File: config.mk
export PLATFORM = sky130hd
export DESIGN_NAME = uart_rx_fifo_wd
export DESIGN_NICKNAME = d
export VERILOG_FILES = /design/src/rtl/uart_rxq_pkg.sv /design/src/rtl/uart_rxq_store.sv /design/src/rtl/uart_rxq_wdog.sv /design/src/rtl/uart_rxq_errstat.sv /design/src/rtl/uart_rx_fifo_wd.sv
export SDC_FILE = /design/constraint.sdc
export NUM_CORES = 2
export LEC_CHECK = 0
export BUFFER_PORTS_ARGS = -buffer_cell sky130_fd_sc_hd__buf_2
export CAP_MARGIN = 20
export CORE_MARGIN = 3
export CORE_UTILIZATION = 63
export CTS_BUF_LIST = sky130_fd_sc_hd__clkbuf_16
export DETAILED_ROUTE_END_ITERATION = 10
export PLACE_DENSITY_LB_ADDON = 0.25
export SLEW_MARGIN = 20
export SYNTH_ARGS = -nofsm -noshare
export SYNTH_HDL_FRONTEND = slang
export SYNTH_SLANG_ARGS = --single-unit
export TNS_END_PERCENT = 10
File: constraint.sdc
create_clock -name clk -period 9.1 [get_ports clk]
set_clock_uncertainty 0.15 [all_clocks]
set_input_delay 1.82 -clock clk [delete_from_list [all_inputs] [get_ports clk]]
set_output_delay 1.82 -clock clk [all_outputs]
set_load 0.02 [all_outputs]
File: src/rtl/uart_rxq_pkg.sv
package uart_rxq_pkg;

  // One buffered character: status flags above the data byte.
  typedef struct packed {
    logic       brk;
    logic       pe;
    logic       fe;
    logic [7:0] data;
  } rxq_entry_t;

  // Interrupt fill level selection codes.
  typedef enum logic [1:0] {
    LVL_ANY  = 2'd0,
    LVL_LOW  = 2'd1,
    LVL_HIGH = 2'd2,
    LVL_FULL = 2'd3
  } rxq_level_e;

endpackage

File: src/rtl/uart_rxq_store.sv
module uart_rxq_store
  import uart_rxq_pkg::*;
#(
  parameter int DEPTH_SMALL = 8,
  parameter int DEPTH_LARGE = 256,
  localparam int AW = $clog2(DEPTH_LARGE),
  localparam int CW = $clog2(DEPTH_LARGE + 1)
) (
  input  logic          clk,
  input  logic          rst,
  input  logic          flush,
  input  logic          deep,
  input  logic          wr_en,
  input  rxq_entry_t    wr_word,
  input  logic          rd_en,
  output logic [CW-1:0] count_q_o,
  output logic [CW-1:0] count_d_o,
  output logic          full_o,
  output logic [7:0]    head_data_o,
  output rxq_entry_t    head_d_o,
  output logic          arrive_d_o
);

  rxq_entry_t    mem [DEPTH_LARGE];
  logic [AW-1:0] wr_ptr_q, wr_ptr_d, rd_ptr_q, rd_ptr_d, ptr_mask;
  logic [CW-1:0] count_q, count_d, depth_cur;
  rxq_entry_t    head_q, head_d;
  logic          do_wr, do_rd, empty, full;

  assign depth_cur = deep ? CW'(DEPTH_LARGE) : CW'(DEPTH_SMALL);
  assign ptr_mask  = deep ? AW'(DEPTH_LARGE - 1) : AW'(DEPTH_SMALL - 1);
  assign full      = (count_q == depth_cur);
  assign empty     = (count_q == '0);
  assign do_wr     = wr_en & ~full & ~flush;
  assign do_rd     = rd_en & ~empty & ~flush;

  always_comb begin
    wr_ptr_d = wr_ptr_q;
    rd_ptr_d = rd_ptr_q;
    count_d  = count_q;
    if (flush) begin
      wr_ptr_d = '0;
      rd_ptr_d = '0;
      count_d  = '0;
    end else begin
      if (do_wr) wr_ptr_d = (wr_ptr_q + AW'(1)) & ptr_mask;
      if (do_rd) rd_ptr_d = (rd_ptr_q + AW'(1)) & ptr_mask;
      case ({do_wr, do_rd})
        2'b10:   count_d = count_q + CW'(1);
        2'b01:   count_d = count_q - CW'(1);
        default: count_d = count_q;
      endcase
    end
  end

  // Head for the next cycle: bypass when the write lands on the new head slot.
  always_comb begin
    if (flush)                             head_d = '0;
    else if (do_wr && wr_ptr_q == rd_ptr_d) head_d = wr_word;
    else                                   head_d = mem[rd_ptr_d];
  end

  always_ff @(posedge clk) begin
    if (do_wr) mem[wr_ptr_q] <= wr_word;
  end

  always_ff @(posedge clk) begin
    if (rst) begin
      wr_ptr_q <= '0;
      rd_ptr_q <= '0;
      count_q  <= '0;
      head_q   <= '0;
    end else begin
      wr_ptr_q <= wr_ptr_d;
      rd_ptr_q <= rd_ptr_d;
      count_q  <= count_d;
      head_q   <= head_d;
    end
  end

  assign count_q_o   = count_q;
  assign count_d_o   = count_d;
  assign full_o      = full;
  assign head_data_o = head_q.data;
  assign head_d_o    = head_d;
  assign arrive_d_o  = (count_d != '0) & (do_rd | (empty & do_wr));

  // fill level never passes the selected depth
  a_r4_no_overflow: assert property (@(posedge clk) disable iff (rst)
    count_q <= depth_cur);

  // a lone pop on an empty FIFO leaves it empty
  a_r4_pop_empty: assert property (@(posedge clk) disable iff (rst)
    (rd_en && count_q == '0 && !wr_en) |=> count_q == '0);

endmodule

File: src/rtl/uart_rxq_wdog.sv
module uart_rxq_wdog #(
  parameter int TICKS = 64,
  localparam int TW = $clog2(TICKS)
) (
  input  logic clk,
  input  logic rst,
  input  logic flush,
  input  logic en,
  input  logic active,
  input  logic pop,
  input  logic tick,
  output logic pend_d_o,
  output logic pend_q_o
);

  logic [TW-1:0] cnt_q, cnt_d;
  logic          pend_q, pend_d;

  always_comb begin
    cnt_d  = cnt_q;
    pend_d = pend_q;
    if (flush || !en || pop || !active) begin
      cnt_d  = '0;
      pend_d = 1'b0;
    end else if (tick && !pend_q) begin
      if (cnt_q == TW'(TICKS - 1)) begin
        cnt_d  = '0;
        pend_d = 1'b1;
      end else begin
        cnt_d = cnt_q + TW'(1);
      end
    end
  end

  always_ff @(posedge clk) begin
    if (rst) begin
      cnt_q  <= '0;
      pend_q <= 1'b0;
    end else begin
      cnt_q  <= cnt_d;
      pend_q <= pend_d;
    end
  end

  assign pend_d_o = pend_d;
  assign pend_q_o = pend_q;

  // a host read clears a pending watchdog request
  a_r5_read_clears: assert property (@(posedge clk) disable iff (rst)
    pop |=> !pend_q);

  // an empty buffer leaves nothing pending
  a_r6_idle_when_empty: assert property (@(posedge clk) disable iff (rst)
    (!active && !tick) |=> !pend_q);

endmodule

File: src/rtl/uart_rxq_errstat.sv
module uart_rxq_errstat (
  input  logic       clk,
  input  logic       rst,
  input  logic       flush,
  input  logic       clr,
  input  logic       block,
  input  logic       arrive_d,
  input  logic       present_d,
  input  logic [2:0] flags_d,
  output logic [2:0] stat_q_o
);

  logic [2:0] acc_q, acc_d, stat_q, stat_d;

  always_comb begin
    acc_d = (clr || flush) ? 3'b000 : acc_q;
    if (arrive_d) acc_d = acc_d | flags_d;
    stat_d = block ? acc_d : (present_d ? flags_d : 3'b000);
  end

  always_ff @(posedge clk) begin
    if (rst) begin
      acc_q  <= '0;
      stat_q <= '0;
    end else begin
      acc_q  <= acc_d;
      stat_q <= stat_d;
    end
  end

  assign stat_q_o = stat_q;

  // per-character status is quiet on an empty buffer
  a_r10_empty_quiet: assert property (@(posedge clk) disable iff (rst)
    (!block && !present_d) |=> stat_q == 3'b000);

  // a clear with no new head empties the accumulated status
  a_r11_clear: assert property (@(posedge clk) disable iff (rst)
    (block && clr && !arrive_d) |=> stat_q == 3'b000);

endmodule

File: src/rtl/uart_rx_fifo_wd.sv
module uart_rx_fifo_wd
  import uart_rxq_pkg::*;
#(
  parameter int DEPTH_SMALL = 8,
  parameter int DEPTH_LARGE = 256,
  parameter int SMALL_LVL1  = 3,
  parameter int SMALL_LVL2  = 6,
  parameter int WDOG_TICKS  = 64
) (
  input  logic       clk,
  input  logic       rst,
  input  logic       rx_rst,
  input  logic       char_valid,
  input  logic [7:0] char_data,
  input  logic       char_fe,
  input  logic       char_pe,
  input  logic       char_brk,
  input  logic       start_seen,
  input  logic       bit_tick,
  input  logic       host_pop,
  input  logic       sel_deep,
  input  logic [1:0] irq_level,
  input  logic       wdog_en,
  input  logic       rts_auto,
  input  logic       rts_request,
  input  logic       err_block,
  input  logic       err_clear,
  output logic [7:0] rx_data,
  output logic       rx_ready,
  output logic       stat_fe,
  output logic       stat_pe,
  output logic       stat_brk,
  output logic       overrun,
  output logic       rx_irq,
  output logic       rts_active
);

  localparam int CW = $clog2(DEPTH_LARGE + 1);

  function automatic logic [CW-1:0] level_of(input logic deep, input logic [1:0] code);
    case (rxq_level_e'(code))
      LVL_ANY:  level_of = CW'(1);
      LVL_LOW:  level_of = deep ? CW'(DEPTH_LARGE / 2)     : CW'(SMALL_LVL1);
      LVL_HIGH: level_of = deep ? CW'(3 * DEPTH_LARGE / 4) : CW'(SMALL_LVL2);
      default:  level_of = deep ? CW'(DEPTH_LARGE)         : CW'(DEPTH_SMALL);
    endcase
  endfunction

  rxq_entry_t    in_word, hold_q, hold_d, st_word, head_d;
  logic          hold_v_q, hold_v_d, drop_q, drop_d, ovr_q, ovr_d;
  logic          st_wr, full, arrive_d, pend_d, pend_q;
  logic [CW-1:0] count_q, count_d;
  logic [2:0]    stat_q;
  logic          blk_q, blk_d, rts_q, irq_q, irq_d;

  assign in_word = '{brk: char_brk, pe: char_pe, fe: char_fe, data: char_data};

  // Ingress: direct write, hold slot, discard and overrun bookkeeping.
  always_comb begin
    st_wr    = 1'b0;
    st_word  = in_word;
    hold_d   = hold_q;
    hold_v_d = hold_v_q;
    drop_d   = drop_q;
    ovr_d    = err_clear ? 1'b0 : ovr_q;
    if (hold_v_q && !full) begin
      st_wr    = 1'b1;
      st_word  = hold_q;
      hold_v_d = 1'b0;
    end
    if (char_valid) begin
      if (drop_q) begin
        drop_d = 1'b0;
      end else if (hold_v_q && full) begin
        ovr_d = 1'b1;
      end else if (!full && !hold_v_q) begin
        st_wr   = 1'b1;
        st_word = in_word;
      end else begin
        hold_v_d = 1'b1;
        hold_d   = in_word;
      end
    end
    if (start_seen && full && hold_v_q) begin
      ovr_d  = 1'b1;
      drop_d = 1'b1;
    end
    if (rx_rst) begin
      st_wr    = 1'b0;
      hold_v_d = 1'b0;
      drop_d   = 1'b0;
      ovr_d    = 1'b0;
    end
  end

  uart_rxq_store #(
    .DEPTH_SMALL(DEPTH_SMALL),
    .DEPTH_LARGE(DEPTH_LARGE)
  ) u_store (
    .clk        (clk),
    .rst        (rst),
    .flush      (rx_rst),
    .deep       (sel_deep),
    .wr_en      (st_wr),
    .wr_word    (st_word),
    .rd_en      (host_pop),
    .count_q_o  (count_q),
    .count_d_o  (count_d),
    .full_o     (full),
    .head_data_o(rx_data),
    .head_d_o   (head_d),
    .arrive_d_o (arrive_d)
  );

  uart_rxq_wdog #(.TICKS(WDOG_TICKS)) u_wdog (
    .clk     (clk),
    .rst     (rst),
    .flush   (rx_rst),
    .en      (wdog_en),
    .active  (count_q != '0),
    .pop     (host_pop),
    .tick    (bit_tick),
    .pend_d_o(pend_d),
    .pend_q_o(pend_q)
  );

  uart_rxq_errstat u_err (
    .clk      (clk),
    .rst      (rst),
    .flush    (rx_rst),
    .clr      (err_clear),
    .block    (err_block),
    .arrive_d (arrive_d),
    .present_d(count_d != '0),
    .flags_d  ({head_d.brk, head_d.pe, head_d.fe}),
    .stat_q_o (stat_q)
  );

  // RTS pacing: negated on a start bit while full, released once not full.
  assign blk_d = !rx_rst && rts_auto && full && ((start_seen) || blk_q);
  assign irq_d = (count_d >= level_of(sel_deep, irq_level)) | pend_d;

  always_ff @(posedge clk) begin
    if (rst) begin
      hold_q   <= '0;
      hold_v_q <= 1'b0;
      drop_q   <= 1'b0;
      ovr_q    <= 1'b0;
      blk_q    <= 1'b0;
      rts_q    <= 1'b0;
      irq_q    <= 1'b0;
    end else begin
      hold_q   <= hold_d;
      hold_v_q <= hold_v_d;
      drop_q   <= drop_d;
      ovr_q    <= ovr_d;
      blk_q    <= blk_d;
      rts_q    <= rts_request & ~blk_d;
      irq_q    <= irq_d;
    end
  end

  assign rx_ready   = (count_q != '0);
  assign {stat_brk, stat_pe, stat_fe} = stat_q;
  assign overrun    = ovr_q;
  assign rx_irq     = irq_q;
  assign rts_active = rts_q;

  // the interrupt never fires on an empty buffer
  a_r2_irq_needs_data: assert property (@(posedge clk) disable iff (rst)
    rx_irq |-> rx_ready);

  // start bit while full with pacing enabled negates RTS
  a_r7_rts_drop: assert property (@(posedge clk) disable iff (rst)
    (rts_auto && start_seen && full && !rx_rst) |=> !rts_active);

  // without pacing RTS mirrors the request bit
  a_r8_rts_follow: assert property (@(posedge clk) disable iff (rst)
    !rts_auto |=> rts_active == $past(rts_request));

  // overrun only rises on a start bit or a character strobe
  a_r9_ovr_cause: assert property (@(posedge clk) disable iff (rst)
    $rose(overrun) |-> $past(start_seen || char_valid));

  // receiver reset empties the buffer
  a_r12_flush: assert property (@(posedge clk) disable iff (rst)
    rx_rst |=> !rx_ready && !overrun);

endmodule

; ---- Yosys cells after proc, flatten, opt, wreduce, memory -nomap -nowiden
; Memories as Yosys holds them, arrays and structs flattened.
; Cells that the tools add are included.
[op_classes]
n_bitwise = 19
n_reduce_logical = 29
n_lt_le_gt_ge = 1
eq_ne = 7
add_sub_neg = 5
mux = 44
[op_table]
columns = operator, count
row1 = $mux W11, 7
row2 = $mux W8, 5
row3 = $pmux W9 S3, 1
row4 = $mux W1, 23
row5 = $mux W9, 2
row6 = $pmux W9 S2, 1
row7 = $reduce_bool A9 Y1, 2
row8 = $add A8 B1 Y8 const B, 2
row9 = $and A8 B8 Y8, 2
row10 = $mux W3, 4
row11 = $logic_and A1 B1 Y1, 10
row12 = $add A9 B1 Y9 const B, 1
row13 = $eq A9 B9 Y1, 1
row14 = $ge A9 B9 Y1, 1
row15 = $logic_not A9 Y1, 1
row16 = $sub A9 B1 Y9 const B, 1
row17 = $eq A8 B8 Y1, 1
row18 = $and A1 B1 Y1, 7
row19 = $not A1 Y1, 7
row20 = $add A6 B1 Y6 const B, 1
row21 = $eq A6 B6 Y1 const B, 1
row22 = $logic_not A1 Y1, 6
row23 = $mux W6, 1
row24 = $logic_or A1 B1 Y1, 5
row25 = other kinds (8), 12
[word_totals]
n_memories = 1
in_bits = 26
register_bits = 63
output_inout_bits = 15
ram_bits = 2816
elab_cells = 124
[mem_list]
columns = memory, depth, width, rd, rd_ports_with_merged_regs, write_ports, line
row1 = u_store.mem, 256, 11, 1, 0, 1, uart_rxq_store.sv:24  ; rxq_entry_t mem [DEPTH_LARGE];

; ---- Logic depth before layout (Yosys ltp)
[logic_depth]
word_depth = 19
ltp_mapped = 26
depth_no_buf = 22

; ---- Cells and area by module
; Synthesis repeated with hierarchy kept, for this count alone.
[unflattened]
hier_cells = 10237
hier_area_um2 = 129467.9
[by_module_without_submodules]
columns = module, instances, area_per_inst_um2, seq_area_each_um2, cells_per_inst
row1 = uart_rxq_store, 1, 127750.0, 85221.7, 10044
row2 = uart_rx_fifo_wd, 1, 1098.6, 340.3, 130
row3 = uart_rxq_wdog, 1, 366.6, 140.1, 39
row4 = uart_rxq_errstat, 1, 252.7, 120.1, 24

; ---- Worst setup path before layout
; Ideal clock, no wire load.
[synth_timing]
path_kind = input port to flip-flop
start = input sel_deep
end = memory u_store.mem[0][9] (netlist name), data pin
n_path_buf = 2
setup_slack_ns = 1.639
setup_ns = 0.778
arrival_ns = 6.533
cell_stages = 9
required_time_ns = 8.172
path_cell_list = clkbuf_1 -> or3b_2 -> a211oi_1 -> inv_1 -> ha_1 -> nand2_1 -> clkbuf_1 -> mux2i_1 -> inv_1
[synth_lines]
columns = element, line
row1 = "start, declared", uart_rx_fifo_wd.sv:21  ; input logic sel_deep,
row2 = "end, declared", uart_rxq_store.sv:24

; ---- Worst setup path in the final report
[layout_timing]
start = input sel_deep
end = register u_err.acc_q[1]
[layout_between]
elab_chain_len = 18
elab_cells_between_ends = 39
cone_classes = eq/ne (4) / mux (20) / bitwise (8) / reduce/logical (6) / memory (1)
[layout_rtl]
columns = element, line
row1 = $mux W9 (*), uart_rxq_store.sv:30  ; assign depth_cur = deep ? CW'(DEPTH_LARGE) : CW'(DEPTH_SMALL);
row2 = $eq A9 B9 Y1 (*), uart_rxq_store.sv:32  ; assign full = (count_q == depth_cur);
row3 = $logic_not A1 Y1, "uart_rx_fifo_wd.sv:66, uart_rx_fifo_wd.sv:76"
row4 = $logic_and A1 B1 Y1, uart_rx_fifo_wd.sv:66  ; if (hold_v_q && !full) begin
row5 = $mux W1, uart_rx_fifo_wd.sv:66
row6 = $mux W1, uart_rx_fifo_wd.sv:76  ; end else if (!full && !hold_v_q) begin
row7 = $mux W1, uart_rx_fifo_wd.sv:74  ; end else if (hold_v_q && full) begin
row8 = $mux W1, uart_rx_fifo_wd.sv:72  ; if (drop_q) begin
row9 = [2 not listed], --
row10 = $and A1 B1 Y1 (*) (2 in a row), uart_rxq_store.sv:34  ; assign do_wr = wr_en & ~full & ~flush;
row11 = $eq A2 B1 Y1 / $eq A2 B2 Y1 (equally long branches), uart_rxq_store.sv:48  ; case ({do_wr, do_rd})
row12 = $pmux W9 S2 (*), uart_rxq_store.sv:48
row13 = $mux W9 (*), uart_rxq_store.sv:41  ; if (flush) begin
row14 = net count_d[6], uart_rx_fifo_wd.sv:52  ; logic [CW-1:0] count_q, count_d;
row15 = $reduce_bool A9 Y1 (*), uart_rxq_store.sv:86  ; assign arrive_d_o = (count_d != '0) & (do_rd | (empty & do_wr));
row16 = $and A1 B1 Y1 (*), uart_rxq_store.sv:86
row17 = $mux W3 (*), uart_rxq_errstat.sv:17  ; if (arrive_d) acc_d = acc_d | flags_d;
row18 = "end signal, assigned", uart_rxq_errstat.sv:23  ; acc_q <= '0;
row19 = "end signal, assigned", uart_rxq_errstat.sv:26  ; acc_q <= acc_d;
row20 = "end, declared", uart_rxq_errstat.sv:13  ; logic [2:0] acc_q, acc_d, stat_q, stat_d;
; The timed path passes the listed nets; every way through them passes the cells marked *.
; A chain may end at the register's enable or synchronous reset.

==> impl_metrics.xml <==
<?xml version="1.0" encoding="UTF-8"?>
<metrics>
  <group name="final_layout">
    <metric name="post_route_cell_area" unit="µm²">128000</metric>
    <metric name="final_net_count" unit="">8128</metric>
    <metric name="syn_to_final_growth" unit="%">11.0</metric>
    <metric name="post_route_cells_drive_above_1_share" unit="%">10.6</metric>
  </group>
  <group name="detailed_routing">
    <metric name="drt_iter0_drc" unit="">12600</metric>
    <metric name="drc" unit="">0</metric>
    <metric name="routed-via-count" unit="">75600</metric>
    <metric name="wl_per_cell" unit="µm">31.1</metric>
    <metric name="drtAntennaViolNets" unit="">0</metric>
    <metric name="drt_first_pass_iters" unit="">6</metric>
    <metric name="drt_wl_total" unit="mm">332</metric>
    <metric name="detail_route.vias_per_cell" unit="">7.09</metric>
  </group>
  <group name="timing">
    <metric name="worst-slew-pin-transition" unit="ps">1250</metric>
    <metric name="slew_viol_final" unit="">0</metric>
    <metric name="max_freq" unit="GHz">0.134</metric>
    <metric name="timing.slew.headroom" unit="%">15.9</metric>
    <metric name="rsz0062_at_grt" unit="">false</metric>
    <metric name="final.period_utilization" unit="%">82.3</metric>
    <metric name="setup_viol" unit="">0</metric>
    <metric name="timing.setup.tns" unit="ps">0</metric>
    <metric name="finalHoldViolations" unit="">0</metric>
    <metric name="final_period_minus_worst_setup_slack" unit="ps">7490</metric>
  </group>
  <group name="logic_synthesis">
    <metric name="synth-async-reset-ratio" unit="%">0</metric>
    <metric name="synth_seq_area_share" unit="%">74.6</metric>
    <metric name="synthDistinctLibCells" unit="">95</metric>
    <metric name="avgSynthCellArea" unit="µm²">14.1</metric>
    <metric name="synth_cells" unit="">8160</metric>
    <metric name="yosys_warnings" unit="">0</metric>
    <metric name="post_synth_edffs" unit="">2816</metric>
    <metric name="postSynth.topFlopCell" unit="">sky130_fd_sc_hd__edfxtp_1</metric>
    <metric name="syn-cell-area" unit="µm²">115000</metric>
    <metric name="synth_nets" unit="">8206</metric>
    <metric name="yosysTopAreaCell" unit="">sky130_fd_sc_hd__edfxtp_1</metric>
    <metric name="yosys_register_bits" unit="">2879</metric>
    <metric name="synth.top_cell.area_share" unit="%">73.6</metric>
    <metric name="synth.top_cells.by_area" unit="">sky130_fd_sc_hd__edfxtp_1, sky130_fd_sc_hd__nand2_1, sky130_fd_sc_hd__o221ai_1, sky130_fd_sc_hd__nand3_1, sky130_fd_sc_hd__a311oi_1</metric>
  </group>
  <group name="worst_setup_path">
    <metric name="worst_setup_path_startpoint" unit="">sel_deep</metric>
    <metric name="cpMostUsedCell" unit="">sky130_fd_sc_hd__a21oi_1</metric>
    <metric name="crit_required" unit="ps">9740</metric>
    <metric name="criticalPathCategory" unit="">in2reg</metric>
    <metric name="worstReg2RegStart" unit="">u_store.count_q_o[6]</metric>
    <metric name="worst-path-max-fanout" unit="">26</metric>
    <metric name="crit_path_start_kind" unit="">input port</metric>
    <metric name="critPathSlowestCell" unit="">sky130_fd_sc_hd__ha_1</metric>
    <metric name="critical_path_arrival" unit="ps">8130</metric>
    <metric name="worstSetupEndpointType" unit="">flip-flop</metric>
    <metric name="critical-path-max-stage-delay" unit="ps">700</metric>
    <metric name="crit_chain" unit="">buf_2 &gt; or3b_2 &gt; a211oi_1 &gt; inv_1 &gt; ha_1 &gt; nand3b_1 &gt; a211oi_4 &gt; buf_4 &gt; inv_1 &gt; ha_1 &gt; or3b_2 &gt; a21oi_1 &gt; o21ai_0 &gt; and3b_1 &gt; o31ai_1 &gt; a21oi_1 &gt; or4_1 &gt; nor3_1 &gt; buf_4 &gt; nor2b_1 &gt; a32oi_1 &gt; a21oi_1</metric>
  </group>
  <group name="clocking">
    <metric name="cts_hold_buf" unit="">0</metric>
    <metric name="ctsLongestPathBuffers" unit="">4</metric>
    <metric name="cts_resized" unit="">0</metric>
    <metric name="clk_root_buffer_cell" unit="">sky130_fd_sc_hd__clkbuf_16</metric>
    <metric name="clock_insertion_delay_worst_skew" unit="ps">930</metric>
    <metric name="post_cts_buffers" unit="">0</metric>
    <metric name="cts_tree" unit="">built</metric>
    <metric name="clock_sinks" unit="">2879</metric>
    <metric name="numCtsBuffers" unit="">300</metric>
    <metric name="cts.htree.levels" unit="">5</metric>
    <metric name="cts.reportedPaths.clkPinSlew" unit="ps">60</metric>
  </group>
  <group name="floorplanning">
    <metric name="initial_utilization" unit="%">63.5</metric>
    <metric name="fp-row-count" unit="">156</metric>
    <metric name="core-area" unit="µm²">181000</metric>
    <metric name="die_area" unit="µm²">188000</metric>
    <metric name="die-height" unit="µm">433</metric>
    <metric name="floorplan.io_pins" unit="">41</metric>
    <metric name="die_w" unit="µm">433</metric>
  </group>
  <group name="global_route">
    <metric name="grt_max_degree" unit="">165</metric>
    <metric name="grt-ovfl-total" unit="">0</metric>
    <metric name="antenna_found_initial" unit="">14</metric>
    <metric name="grtUsageTotal" unit="%">35.1</metric>
    <metric name="first_global_vias" unit="">71600</metric>
    <metric name="grt_pass1_wl" unit="mm">484</metric>
  </group>
  <group name="placed_design">
    <metric name="port_buffers" unit="">40</metric>
    <metric name="place_area" unit="µm²">118000</metric>
    <metric name="hpwl" unit="mm">192</metric>
    <metric name="final_weighted_congestion_in_routability_driven_placement" unit="">0.992</metric>
  </group>
  <group name="worst_hold_path">
    <metric name="min-delay-path-class" unit="">reg2reg</metric>
    <metric name="min_from" unit="">hold_q[9]</metric>
  </group>
  <group name="power_and_ir_drop">
    <metric name="pwr_dens" unit="nW/µm²">212</metric>
    <metric name="peakVddDrop" unit="mV">0.248</metric>
    <metric name="p_leak" unit="µW">0.0404</metric>
  </group>
  <group name="flow_run">
    <metric name="drv.max_cap_violation_count" unit="">0</metric>
  </group>
  <group name="run_status">
    <metric name="status" unit="">completed</metric>
  </group>
</metrics>
state kept, by name, summed over array words and instances (netlist names), 3 cells and up:
signal	count
hold_q	11
u_err.acc_q	3
u_err.stat_q_o	3
u_store.count_q_o	9
u_store.head_data_o	8
u_store.mem	2816
u_store.rd_ptr_q	8
u_store.wr_ptr_q	8
u_wdog.cnt_q	6
where the power goes:
part	total (µW)	switching (µW)	leakage (µW)	internal (µW)
combinational	781	626	0.00984	155
clock	11600	4940	0.00473	6660
sequential	14600	12.8	0.0258	14600
total	27000	5580	0.0404	21400
metal layers:
metal / GRT usage, % / vias up / part of all wire (%)
met2: 51.1 / 5672 / 44
li1: - / 31800 / -
met3: 10.8 / 966 / 14
met5: 0 / - / 0.031
met4: 16.9 / 10 / 5.4
met1: 48.7 / 37200 / 36
critical path, delay by kind of cell:
family / cells / cell delay, ps
simple gates: 7 / 2410
compound gates: 8 / 1880
buf+inv: 5 / 1020
fa+ha+maj: 2 / 940
synthesized netlist by cell type (all sizes together), types with 41 or more instances:
cell type  instances
nand3            696
edfxtp          2816
a21oi            438
o221ai           516
nand2           1440
dfxtp             63
a211oi            41
and3              62
clkbuf           350
nor2             328
buf              309
mux2i            133
a311oi           305
o21ai            152
final timing paths:
path                          to  slack, ps  cells past startpoint
setup / recovery  u_err.acc_q[1]       1610                     22
hold / removal         hold_q[9]        320                      2
setup reg to reg  u_err.acc_q[1]       1740                     21
hold reg to reg        hold_q[9]        320                      2
cells by family (layout without fill, tap and decap cells):
group,Yosys count,in the layout,share of synthesized area [%]
AND/OR/NAND/NOR,2687,2687,10.1
other,0,9,0
buffers and inverters,682,809,2.48
XOR/XNOR,26,26,0.198
multiplexers,151,151,1.35
adder cells (fa/ha/maj),20,20,0.218
AO/OA/AOI/OAI,1715,1715,11.0
flip-flops,2879,2879,74.6
placed cells by master (no fill, tap or decap), types with 13 or more instances in the layout:
cell                        instances
sky130_fd_sc_hd__inv_1             86
sky130_fd_sc_hd__a221o_1           13
sky130_fd_sc_hd__dfxtp_1           63
sky130_fd_sc_hd__o21ai_0          144
sky130_fd_sc_hd__ha_1              20
sky130_fd_sc_hd__clkinv_1          52
sky130_fd_sc_hd__o211ai_1          33
sky130_fd_sc_hd__nor2_1           194
sky130_fd_sc_hd__a21oi_1          437
sky130_fd_sc_hd__a32oi_1           20
sky130_fd_sc_hd__a211oi_1          38
sky130_fd_sc_hd__nor2b_1           19
sky130_fd_sc_hd__buf_12            47
sky130_fd_sc_hd__clkinv_2          44
sky130_fd_sc_hd__edfxtp_1        2816
sky130_fd_sc_hd__or3_1             25
sky130_fd_sc_hd__and3_1            62
sky130_fd_sc_hd__a221oi_1          13
sky130_fd_sc_hd__nand3_1          683
sky130_fd_sc_hd__nor4_1            26
sky130_fd_sc_hd__a31oi_1           29
sky130_fd_sc_hd__nand2_1         1436
sky130_fd_sc_hd__bufinv_16         20
sky130_fd_sc_hd__xnor2_1           17
sky130_fd_sc_hd__o22ai_1           13
sky130_fd_sc_hd__a311oi_1         304
sky130_fd_sc_hd__mux2i_1          131
sky130_fd_sc_hd__clkbuf_16        308
sky130_fd_sc_hd__buf_2             40
sky130_fd_sc_hd__nor3_1            22
sky130_fd_sc_hd__nor2_2           132
sky130_fd_sc_hd__buf_4            190
sky130_fd_sc_hd__nand3_2           13
sky130_fd_sc_hd__nand4_1           18
sky130_fd_sc_hd__o221ai_1         516
stage by stage:
stage / hold WS [ps] / total power (µW) / util, % / cells / setup slack, ps
6_report: 317 / 27000 / 70.5 / 10700 / 1610
5_1_grt: 340 / 27600 / 70.4 / 10700 / 1050
4_1_cts: 315 / 27000 / 70.3 / 10600 / 1750
3_5_place_dp: 307 / 15600 / 65.2 / 10100 / 801
3_3_place_gp: 294 / 15600 / 65.1 / 10100 / 872
2_1_floorplan: 283 / 15300 / - / 8160 / 1640
area by class of cell:
| class | count | area (µm²) |
|---|---|---|
| Clock inverter | 199 | 1420 |
| Clock buffer | 308 | 7710 |
| Tap cell | 2370 | 2970 |
| Inverter | 23 | 95.1 |
| Fill cell | 11500 | 53500 |
| Multi-Input combinational cell | 4599 | 27000 |
| Timing Repair Buffer | 279 | 2590 |
| Antenna cell | 9 | 22.5 |
| Sequential cell | 2879 | 85800 |
(Power assumes the default switching activity.)
